--- src/rtl/tgt_seq_pkg.sv ---
package tgt_seq_pkg;

    localparam int CMD_W = 4;

    typedef enum int unsigned {
        S_IDLE     = 0,
        S_DECODE   = 1,
        S_CLAIM    = 2,
        S_RDTURN   = 3,
        S_XFER     = 4,
        S_WAITST   = 5,
        S_DISC     = 6,
        S_HOLDSTOP = 7,
        S_ABORT    = 8,
        S_BUSY     = 9
    } st_idx_e;

    localparam int ST_N = 10;

endpackage

--- src/rtl/tgt_cmd_filter.sv ---
module tgt_cmd_filter
    import tgt_seq_pkg::*;
#(
    parameter int NBAR = 3
) (
    input  logic [CMD_W-1:0] cmd,
    input  logic             cfg_sel,
    input  logic [NBAR-1:0]  bar_hit,
    output logic             claim,
    output logic             is_rd
);

    logic legal;
    logic cfg;

    always_comb begin
        unique case (cmd)
            4'b0000, 4'b0010, 4'b0011, 4'b0110,
            4'b0111, 4'b1100, 4'b1110, 4'b1111: begin
                legal = 1'b1;
                cfg   = 1'b0;
            end
            4'b1010, 4'b1011: begin
                legal = 1'b1;
                cfg   = 1'b1;
            end
            default: begin
                legal = 1'b0;
                cfg   = 1'b0;
            end
        endcase
    end

    // Every accepted read code has bit 0 clear, every write code has it set.
    assign is_rd = legal & ~cmd[0];
    assign claim = legal & (cfg ? cfg_sel : (|bar_hit));

endmodule

--- src/rtl/tgt_addr_track.sv ---
module tgt_addr_track #(
    parameter int DW   = 32,
    parameter int STEP = 4
) (
    input  logic          clk,
    input  logic          rst_n,
    input  logic          load,
    input  logic          adv,
    input  logic [DW-1:0] ad_in,
    output logic [DW-1:0] addr
);

    always_ff @(posedge clk or negedge rst_n) begin
        if (!rst_n) begin
            addr <= '0;
        end else if (load) begin
            addr <= ad_in;
        end else if (adv) begin
            addr <= addr + DW'(STEP);
        end
    end

endmodule

--- src/rtl/tgt_phase_fsm.sv ---
module tgt_phase_fsm
    import tgt_seq_pkg::*;
#(
    parameter bit ONE_WAIT = 1'b0
) (
    input  logic            clk,
    input  logic            rst_n,
    input  logic            addr_ph,
    input  logic            frame_n,
    input  logic            irdy_n,
    input  logic            claim,
    input  logic            is_rd,
    input  logic            be_retry,
    input  logic            be_abort,
    input  logic            be_disc,
    output logic [ST_N-1:0] st_q,
    output logic            devsel_n,
    output logic            trdy_n,
    output logic            stop_n,
    output logic            done
);

    logic [ST_N-1:0] st_d;

    always_ff @(posedge clk or negedge rst_n) begin
        if (!rst_n) begin
            st_q         <= '0;
            st_q[S_IDLE] <= 1'b1;
        end else begin
            st_q <= st_d;
        end
    end

    always_comb begin
        st_d = '0;
        unique case (1'b1)
            st_q[S_IDLE]: begin
                if (addr_ph) st_d[S_DECODE] = 1'b1;
                else         st_d[S_IDLE]   = 1'b1;
            end
            st_q[S_DECODE]: begin
                if (claim) st_d[S_CLAIM] = 1'b1;
                else       st_d[S_BUSY]  = 1'b1;
            end
            st_q[S_CLAIM]: begin
                if (be_abort)      st_d[S_ABORT]    = 1'b1;
                else if (be_retry) st_d[S_HOLDSTOP] = 1'b1;
                else if (is_rd)    st_d[S_RDTURN]   = 1'b1;
                else if (be_disc)  st_d[S_DISC]     = 1'b1;
                else               st_d[S_XFER]     = 1'b1;
            end
            st_q[S_RDTURN], st_q[S_WAITST]: begin
                if (be_disc) st_d[S_DISC] = 1'b1;
                else         st_d[S_XFER] = 1'b1;
            end
            st_q[S_XFER]: begin
                if (irdy_n)                  st_d[S_XFER]   = 1'b1;
                else if (frame_n)            st_d[S_IDLE]   = 1'b1;
                else if (be_disc)            st_d[S_DISC]   = 1'b1;
                else if (ONE_WAIT && is_rd)  st_d[S_WAITST] = 1'b1;
                else                         st_d[S_XFER]   = 1'b1;
            end
            st_q[S_DISC]: begin
                if (irdy_n)       st_d[S_DISC]     = 1'b1;
                else if (frame_n) st_d[S_IDLE]     = 1'b1;
                else              st_d[S_HOLDSTOP] = 1'b1;
            end
            st_q[S_HOLDSTOP]: begin
                if (frame_n && !irdy_n) st_d[S_IDLE]     = 1'b1;
                else                    st_d[S_HOLDSTOP] = 1'b1;
            end
            st_q[S_ABORT]: begin
                if (frame_n && !irdy_n) st_d[S_IDLE]  = 1'b1;
                else                    st_d[S_ABORT] = 1'b1;
            end
            st_q[S_BUSY]: begin
                if (frame_n && irdy_n) st_d[S_IDLE] = 1'b1;
                else                   st_d[S_BUSY] = 1'b1;
            end
            default: st_d[S_IDLE] = 1'b1;
        endcase
    end

    always_comb begin
        devsel_n = ~(st_q[S_CLAIM] | st_q[S_RDTURN] | st_q[S_XFER] |
                     st_q[S_WAITST] | st_q[S_DISC] | st_q[S_HOLDSTOP]);
        trdy_n   = ~(st_q[S_XFER] | st_q[S_DISC]);
        stop_n   = ~(st_q[S_DISC] | st_q[S_HOLDSTOP] | st_q[S_ABORT]);
        done     = (st_q[S_XFER] | st_q[S_DISC]) & ~irdy_n;
    end

endmodule

--- src/rtl/pci_tgt_sequencer.sv ---
module pci_tgt_sequencer
    import tgt_seq_pkg::*;
#(
    parameter int DW       = 32,
    parameter int NBAR     = 3,
    parameter bit ONE_WAIT = 1'b0
) (
    input  logic             clk,
    input  logic             rst_n,
    input  logic             frame_n,
    input  logic             irdy_n,
    input  logic             idsel,
    input  logic [CMD_W-1:0] cbe_n,
    input  logic [DW-1:0]    ad_in,
    input  logic [NBAR-1:0]  bar_hit,
    input  logic             be_retry,
    input  logic             be_abort,
    input  logic             be_disc,
    output logic             devsel_n,
    output logic             trdy_n,
    output logic             stop_n,
    output logic [DW-1:0]    addr_o,
    output logic [CMD_W-1:0] cmd_o,
    output logic [NBAR-1:0]  bar_sel_o,
    output logic             wr_stb_o,
    output logic             rd_stb_o
);

    localparam int STEP = DW / 8;

    logic [ST_N-1:0] st_q;
    logic            frame_prev;
    logic            addr_ph;
    logic            load;
    logic            cfg_sel_q;
    logic            claim;
    logic            is_rd;
    logic            done;

    assign addr_ph = ~frame_n & frame_prev;
    assign load    = st_q[S_IDLE] & addr_ph;

    always_ff @(posedge clk or negedge rst_n) begin
        if (!rst_n) begin
            frame_prev <= 1'b1;
            cmd_o      <= '0;
            cfg_sel_q  <= 1'b0;
            bar_sel_o  <= '0;
        end else begin
            frame_prev <= frame_n;
            if (load) begin
                cmd_o     <= cbe_n;
                cfg_sel_q <= idsel & (ad_in[1:0] == 2'b00);
            end
            if (st_q[S_DECODE]) begin
                bar_sel_o <= bar_hit;
            end
        end
    end

    tgt_cmd_filter #(.NBAR(NBAR)) filt_i (
        .cmd     (cmd_o),
        .cfg_sel (cfg_sel_q),
        .bar_hit (bar_hit),
        .claim   (claim),
        .is_rd   (is_rd)
    );

    tgt_addr_track #(.DW(DW), .STEP(STEP)) addr_i (
        .clk   (clk),
        .rst_n (rst_n),
        .load  (load),
        .adv   (done),
        .ad_in (ad_in),
        .addr  (addr_o)
    );

    tgt_phase_fsm #(.ONE_WAIT(ONE_WAIT)) fsm_i (
        .clk      (clk),
        .rst_n    (rst_n),
        .addr_ph  (addr_ph),
        .frame_n  (frame_n),
        .irdy_n   (irdy_n),
        .claim    (claim),
        .is_rd    (is_rd),
        .be_retry (be_retry),
        .be_abort (be_abort),
        .be_disc  (be_disc),
        .st_q     (st_q),
        .devsel_n (devsel_n),
        .trdy_n   (trdy_n),
        .stop_n   (stop_n),
        .done     (done)
    );

    assign wr_stb_o = done & ~is_rd;
    assign rd_stb_o = done & is_rd;

endmodule

--- config.mk ---
export PLATFORM = sky130hd
export DESIGN_NAME = pci_tgt_sequencer
export DESIGN_NICKNAME = d
export VERILOG_FILES = /design/src/rtl/tgt_seq_pkg.sv /design/src/rtl/tgt_cmd_filter.sv /design/src/rtl/tgt_addr_track.sv /design/src/rtl/tgt_phase_fsm.sv /design/src/rtl/pci_tgt_sequencer.sv
export SDC_FILE = /design/constraint.sdc
export NUM_CORES = 1
export LEC_CHECK = 0
export BUFFER_PORTS_ARGS = -buffer_cell sky130_fd_sc_hd__buf_2
export CORE_MARGIN = 4
export CORE_UTILIZATION = 36
export CTS_CLUSTER_DIAMETER = 200
export DETAILED_ROUTE_END_ITERATION = 7
export SETUP_SLACK_MARGIN = 0.02
export SYNTH_ARGS = -nofsm -noshare
export SYNTH_HDL_FRONTEND = slang
export SYNTH_HIERARCHICAL = 1
export SYNTH_SLANG_ARGS = --single-unit
--- constraint.sdc ---
create_clock -name clk -period 3.3 [get_ports clk]
set_input_delay 0.165 -clock clk [delete_from_list [all_inputs] [get_ports clk]]
set_output_delay 0.165 -clock clk [all_outputs]
set_load 0.05 [all_outputs]
* Yosys cells after proc, flatten, opt, wreduce, memory -nomap -nowiden *
Memories as Yosys holds them, arrays and structs flattened.
Cells that the tools add are included.

cells by class
  add/sub/neg operators = 1
  multipliers = 0
  div/mod/pow operators = 0
  $lt $le $gt $ge = 0
  eq/ne operators = 0
  shift operators = 0
  mux-type cells = 40
  bitwise operators = 22
  reductions and logical operators = 9

operators with widths
  kind                                           number
  2-to-1 mux 32 bit                              2
  adder 32 x 3 -> 32 bit, second input constant  1
  2-to-1 mux 1 bit                               29
  bitwise AND 1 bit                              8
  inverter 1 bit                                 7
  OR 1 bit                                       7
  2-to-1 mux 2 bit                               3
  one-hot mux 1 bit (3 select lines)             2
  OR reduction 3 bit                             2
  one-hot mux 1 bit (5 select lines)             1
  one-hot mux 1 bit (2 select lines)             2
  one-hot mux 1 bit (4 select lines)             1
  OR reduction 2 bit                             2
  logical AND 1 bit                              2
  zero test 2 bit                                1
  nonzero test 2 bit                             1
  zero test 1 bit                                1

storage, ports and cells
  register bits after elaboration = 50
  bits in latches = 0
  RAM bits = 0
  bits in read-only memories = 32
  input port bits = 47
  output and inout bits = 44
  logic and storage cells = 79
  memories kept = 1

memory list
  memory           depth  width  rd ports  clocked after Yosys merged registers in  write ports  line                  text
  (no name shown)  16     2      1         0                                        0            tgt_cmd_filter.sv:17  unique case (cmd)

* Longest topological paths before layout *
Gate-level depths: netlist of run 1.

  depth after elaboration = 6
  gate-level depth with buffers = 9
  depth with buffers taken out = 6

* Hierarchy *
The synthesis of run 1 kept the hierarchy.

by module, submodules not included
  module             times used  cells an instance  area each (um^2)  sequential area each (um^2)
  tgt_addr_track     1           200                1,820.5           800.8
  tgt_phase_fsm      1           46                 434.2             226.5
  pci_tgt_sequencer  1           23                 385.4             226.5
  tgt_cmd_filter     1           9                  61.3              0.0

* Least setup slack after synthesis of run 1 *
Ideal clock, no wire load.

  kind = register -> register
  start = register fsm_i.st_q[6]
  end = register addr_i.addr[29]
  setup time = 0.082 ns
  data arrival time = 2.467 ns
  required time = 3.218 ns
  path slack = 0.751 ns
  stages on the path, launching flop included = 9
  path buffers = 2
  period minus slack after synthesis = 2.549 ns
  path through = dfrtp_1 > nor2_1 > nor2_1 > buf_6 > nand4_2 > buf_6 > or4b_4 > or4_1 > a31oi_1

between the ends
  cells in the longest elaborated chain, start to end = 3

RTL lines
  element                              line                     text
  start: declaration                   tgt_phase_fsm.sv:16      output logic [ST_N-1:0] st_q,
  start signal: assignment             tgt_phase_fsm.sv:30      st_q <= st_d;
  OR 1 bit                             tgt_phase_fsm.sv:89      done = (st_q[S_XFER] | st_q[S_DISC]) & ~irdy_n;
  bitwise AND 1 bit                    tgt_phase_fsm.sv:89
  net done                             pci_tgt_sequencer.sv:38  logic done;
  nonzero test 2 bit (no source line)  -
  end signal: assignment               tgt_addr_track.sv:17     addr <= ad_in;
  end signal: assignment               tgt_addr_track.sv:19     addr <= addr + DW'(STEP);
  end: declaration                     tgt_addr_track.sv:10     output logic [DW-1:0] addr

The timed path passes the listed nets, and every way through them passes these cells.
A chain may end at the register's enable or synchronous reset.

* Final worst setup path of run 1 *
  start = register fsm_i.st_q[6]
  end = register addr_i.addr[27]

The elaborated chain is that of the path after synthesis.

==> out/metrics.yaml, run 1 <==
yosys_warnings: 6
crit_fanout: 11
hpwl_microns: 5008
drc: 0
rows: 31
antenna_cells: 0
vias: 2363
ant_nets: 0
fin_nets: 412
arrival_ps: 2700
finClkSkew_ps: 10.06
dieArea_sq_mm: 0.008920
layout_min_cycle_time_ps: 2473
power_frac_clock: 0.125
drive_above_1_share: 0.3288
finalWirelength_microns: 6651
worstRegToRegCells: 7
max_slew_margin: 0.5375
end_kind: "flop"
port_buffers: 90
slew_viol_final: 0
syn_inst: 276
grt_util_all_layers: 0.1528
cts_tree: "yes"
pwr-share-seq: 0.352
tns_ps: 0
critPathMaxStageDelay_ps: 630
grt_overflow: 0
root_buffer: "clkbuf_8"
crit_chain: "nor2_1 > nor2_1 > buf_4 > nand4_2 > or4b_4 > or4_1 > a31oi_1"
cts_buffers: 5
worst_slew_pin_slew_ps: 689.5
setup_violations: 0
dieWidth_microns: 94.45
grt_pass1_vias: 2321
htreeDepth: 2
grt_use_met3: 0.03426
rsz0062_at_grt: "false"
area_delta_synth_final_pct: 24.33
outcome: "finished clean"
p_leak_nw: 1.453
synth_area_sq_mm: 0.002690
hold_class: "in -> reg"
ir_drop_mv: 0.5321
grt_use_met2: 0.2559
cts_setup_buffers: 0
core_area_sq_mm: 0.007253
holdWs_ps: 23.77
fin_util: 0.4611
use_met1: 0.1988
initial_core_util: 0.3709
power.internal_mw: 1.627
grt_first_pass_wirelength_microns: 10980
cp_common_cell: "nor2_1"
finalHoldViolCount: 0
antenna_found_initial: 0
gp_congestion: 0.8065
crit_type: "reg -> reg"
placed_area_sq_mm: 0.003222
synthesis.nets: 324
vias_per_cell: 5.093
pin_count: 91
wl_per_cell_microns: 14.33
combPwrFrac: 0.523
cap_violations: 0
clk_latency_ps: 300
avgSynthCellArea_sq_um: 9.747
cpMaxStageDelayCell: "or4b_4"
busiest_layer: "met2"
sw_frac_of_total: 0.5353
first_pass_iters: 4
grt_max_degree: 37
die_h_microns: 94.45
reg2reg_slack_ps: 830
detail_route.iter0.violations: 53
clk_transition_reported_paths_ps: 100
worstPathRequired_ps: 3530
cts_max_path_buffers: 2
cp-start-kind: "flop"
timing.final.crit_share: 0.7493
fin_area_sq_mm: 0.003344
fmax_mhz: 404.4
cts_sinks: 50
cellPowerDensity_mw_per_mm2: 1047
switchingPower_mw: 1.874
hold_path_depth: 1
[routing by layer]
layer	wire, microns	share of wire	up-vias
li1	-	-	1195
met1	3117	0.47	1101
met2	3080	0.46	60
met3	372	0.056	7
met4	80	0.012	0
met5	0	0	-
[power by group through the flow]
stage / clock [mW] / sequential, mW / combinational [mW]
global route: 0.480 / 1.29 / 1.96
detailed placement: 0 / 1.24 / 1.84
floorplan: 0 / 2.00 / 0.596
global placement: 0 / 1.23 / 1.84
CTS: 0.456 / 1.23 / 1.85
finish: 0.437 / 1.23 / 1.83
[cells in the final DEF (no fill, tap or decap), types with 6 or more instances in the layout]
master,count
a31oi_1,13
nand4_1,7
nor3_1,6
nand2_1,30
buf_2,90
xor2_1,6
and4_1,6
o21ai_0,21
nand3_1,9
dfrtp_1,48
or4_1,13
o31ai_1,12
nor2_1,21
inv_1,7
xnor2_1,10
[sequential cells by signal, indices dropped and copies added (netlist names)]
| name | count |
|---|---|
| addr_i/addr | 32 |
| fsm_i/st_q | 9 |
| cmd_o | 4 |
| bar_sel_o | 3 |
| cfg_sel_q | 1 |
| frame_prev | 1 |
[stage by stage]
stage | setup WS, ps | power, mW | instances
floorplan | 750.9 | 2.598 | 276
global placement | 871.6 | 3.070 | 455
detailed placement | 818.6 | 3.087 | 455
CTS | 814.8 | 3.537 | 464
global route | 672.1 | 3.722 | 464
finish | 827.4 | 3.501 | 464
[final timing paths]
kind,start,to
setup / recovery,fsm_i/st_q[6]$_DFF_PN0_,addr_i/addr[27]$_DFFE_PN0N_
hold / removal,frame_n,frame_prev$_DFF_PN1_
setup reg to reg,fsm_i/st_q[6]$_DFF_PN0_,addr_i/addr[27]$_DFFE_PN0N_
hold reg to reg,bar_sel_o[2]$_DFFE_PN0P_,bar_sel_o[2]$_DFFE_PN0P_
max in group asynchronous,rst_n,frame_prev$_DFF_PN1_
min in group asynchronous,rst_n,addr_i/addr[25]$_DFFE_PN0N_
[critical path: cells and delay by family (launching register included)]
| kind | cells | cell delay [ps] |
|---|---|---|
| simple gates | 5 | 1600 |
| compound gates | 1 | 160 |
| flops | 1 | 450 |
| buf+inv | 1 | 190 |
[timing repair]
| action | in CTS | in global routing |
|---|---|---|
| hold endpoints to repair | 28 | 0 |
| hold buffers | 1 | 0 |
| gates resized for setup | 0 | 0 |
| endpoints found under the setup margin | 0 | 0 |
[layout make-up]
cell class / instances / area (sq um)
Fill cell: 725 / 3909
Multi-Input combinational cell: 205 / 1341
Sequential cell: 50 / 1254
Timing Repair Buffer: 94 / 483.0
Tap cell: 99 / 123.9
Clock buffer: 5 / 68.82
Clock inverter: 3 / 43.79
Inverter: 8 / 30.03
No activity file was read; power rests on OpenSTA's default activity.
==> run 2, diff against run 1 <==
clock period = 2.6 ns   (was 3.3 ns; I/O delays follow)
==> run 2 against run 1 <==
Critical path depth shrank 1. Sequential cell count is the same. Fmax grew 10%. Clock power grew 54%. Non-clock buffer count grew 4. Largest power group unchanged.
==> out/metrics.yaml, run 2 (synthesis gave the netlist of run 1 again) <==
detail_route.iter0.violations: 72  # +36%
rr_endpoint: "addr_i/addr[29]$_DFFE_PN0N_"
worst_slew_pin_slew_ps: 627.2  # -62.36 ps
wl_per_cell_microns: 14.50  # +1.2%
finalHoldViolCount: 0  # unchanged
antenna_found_initial: 0  # unchanged
layout_min_cycle_time_ps: 2245  # -227.8 ps
first_pass_iters: 4  # unchanged
holdWs_ps: 37.25  # +13.49 ps
area_delta_synth_final_pct: 26.65
clk_transition_reported_paths_ps: 90  # about the same
multi_input_area_sq_mm: 0.001341  # unchanged
largest_register: "addr_i/addr"
rows: 31  # unchanged
min_to: "addr_i/addr[4]$_DFFE_PN0N_"
htreeDepth: 2  # unchanged
power.internal_mw: 2.193  # +35%
initial_core_util: 0.3709  # unchanged
power_frac_clock: 0.147  # +0.022
drc: 0  # unchanged
crit_type: "reg -> reg"
switchingPower_mw: 2.372  # +27%
setup_violations: 0  # unchanged
grt_overflow: 0  # unchanged
hold_path_depth: 3  # +2
end_kind: "flop"
dieWidth_microns: 94.45  # unchanged
max_slew_margin: 0.5809  # +0.04340
finClkSkew_ps: 9.589  # -0.4711 ps
worstRegToRegCells: 6  # -1
min_from: "ad_in[4]"
reg2reg_slack_ps: 360  # -470 ps
grt_pass1_vias: 2488  # +7.2%
rsz0062_at_grt: "false"
cts_max_path_buffers: 2  # unchanged
fmax_mhz: 445.5  # +10%
gp_congestion: 0.8040  # -0.31%
antenna_cells: 0  # unchanged
finalWirelength_microns: 6788  # +2.1%
reg2reg_from: "fsm_i/st_q[6]$_DFF_PN0_"
arrival_ps: 2470  # -230 ps
cp-start-kind: "flop"
cts_tree: "yes"
vias_per_cell: 5.130  # +0.74%
grt_util_all_layers: 0.1620  # +0.009215
final-seq-area_sq_mm: 0.001254  # unchanged
vias: 2401  # +1.6%
pin_count: 91  # unchanged
tns_ps: 0  # unchanged
grt_first_pass_wirelength_microns: 11590  # +5.6%
fin_nets: 416  # +0.97%
cap_violations: 0  # unchanged
dieArea_sq_mm: 0.008920  # unchanged
hpwl_microns: 5167  # +3.2%
drive_above_1_share: 0.3333  # +0.004566
reg_top3: "addr_i/addr x32, fsm_i/st_q x9, cmd_o x4"
outcome: "finished clean"
grt_max_degree: 30  # -19%
sw_frac_of_total: 0.5196  # -0.01575
slew_viol_final: 0  # unchanged
worstPathRequired_ps: 2830  # -700 ps
clk_latency_ps: 300  # about the same
n_fill_cell: 738  # +1.8%
combPwrFrac: 0.513  # -0.010
core_area_sq_mm: 0.007253  # unchanged
layout_common_cells: "buf_2 (90), dfrtp_1 (48), nand2_1 (30)"
ir_drop_mv: 0.7407  # +39%
final_common_cell: "buf_2"
hold_class: "in -> reg"
cts_sinks: 50  # unchanged
die_h_microns: 94.45  # unchanged
port_buffers: 90  # unchanged
cellPowerDensity_mw_per_mm2: 1340  # +28%
p_leak_nw: 1.482  # +2.0%
pwr-share-seq: 0.340  # -0.012
root_buffer: "clkbuf_8"
post_cts_resized: 0  # unchanged
cts_buffers: 5  # unchanged
ant_nets: 0  # unchanged
crit_fanout: 7  # -4
largest_register_ffs: 32  # unchanged
timing.final.crit_share: 0.8634  # +0.1141
run 2: changes by cell type in the layout (fill, tap and decap cells not counted), sizes merged:
cell,previous run,this run
buf,93,96
bufinv,1,2
clkbuf,5,6
clkinv,2,1
dlygate4sd3,1,2
inv,8,7
run 2: power groups by stage:
stage	logic (mW)	clock network, mW	registers, mW
3_5_place_dp	2.36	0	1.56
5_1_grt	2.51	0.724	1.63
6_report	2.34	0.672	1.55
4_1_cts	2.37	0.690	1.55
3_3_place_gp	2.35	0	1.56
2_1_floorplan	0.756	0	2.54
run 2: worst max-delay path, stage by stage, from the launching register on:
cell     delay [ps]
dfrtp_1         460
nor2_1           80
nor2_1          190
nand4_2         180
or4b_4          590
or4_1           510
a31oi_1         170
run 2: layout make-up:
type,count,area share
tap,99,0.03636
clock buffer,6,0.02424
multi-input combinational,205,0.3937
timing repair buffer,98,0.1513
inverter,8,0.008814
sequential,50,0.3680
clock inverter,2,0.01763
run 2: how the worst max path moves through the flow:
stage | startpoint | end | slack [ps] | depth (start not counted)
after global routing | fsm_i/st_q[6]$_DFF_PN0_ | addr_i/addr[19]$_DFFE_PN0N_ | 190 | 6
after global placement | fsm_i/st_q[6]$_DFF_PN0_ | addr_i/addr[29]$_DFFE_PN0N_ | 460 | 6
after floorplan | fsm_i/st_q[6]$_DFF_PN0_ | addr_i/addr[29]$_DFFE_PN0N_ | 50 | 8
after CTS | fsm_i/st_q[6]$_DFF_PN0_ | addr_i/addr[27]$_DFFE_PN0N_ | 340 | 6
final | fsm_i/st_q[6]$_DFF_PN0_ | addr_i/addr[29]$_DFFE_PN0N_ | 360 | 6
after detailed placement | fsm_i/st_q[6]$_DFF_PN0_ | addr_i/addr[29]$_DFFE_PN0N_ | 360 | 6
run 2: per-layer routing:
| metal | share of wire | global-route usage | routed length, microns |
|---|---|---|---|
| met1 | 0.46 | 0.2143 | 3148 |
| met2 | 0.46 | 0.2654 | 3141 |
| met3 | 0.058 | 0.03665 | 393 |
| met4 | 0.015 | 0.04813 | 104 |
| met5 | 0 | 0 | 0 |
run 2: what timing repair did:
| action | 4_1_cts | 5_1_grt |
|---|---|---|
| hold buffers | 2 | 0 |
| endpoints found under the hold margin | 20 | 0 |
| buffers inserted | 0 | 0 |
run 2: through the flow:
stage	setup WS, ps	util	total power [mW]	instances	area, sq um
finish	355.2	0.4697	4.564	468	3407
global route	192.9	0.4697	4.856	468	3407
CTS	342.5	0.4697	4.605	468	3407
detailed placement	361.4	0.4473	3.919	458	3244
global placement	462.9	0.4473	3.903	458	3244
floorplan	50.92	-	3.298	276	2690
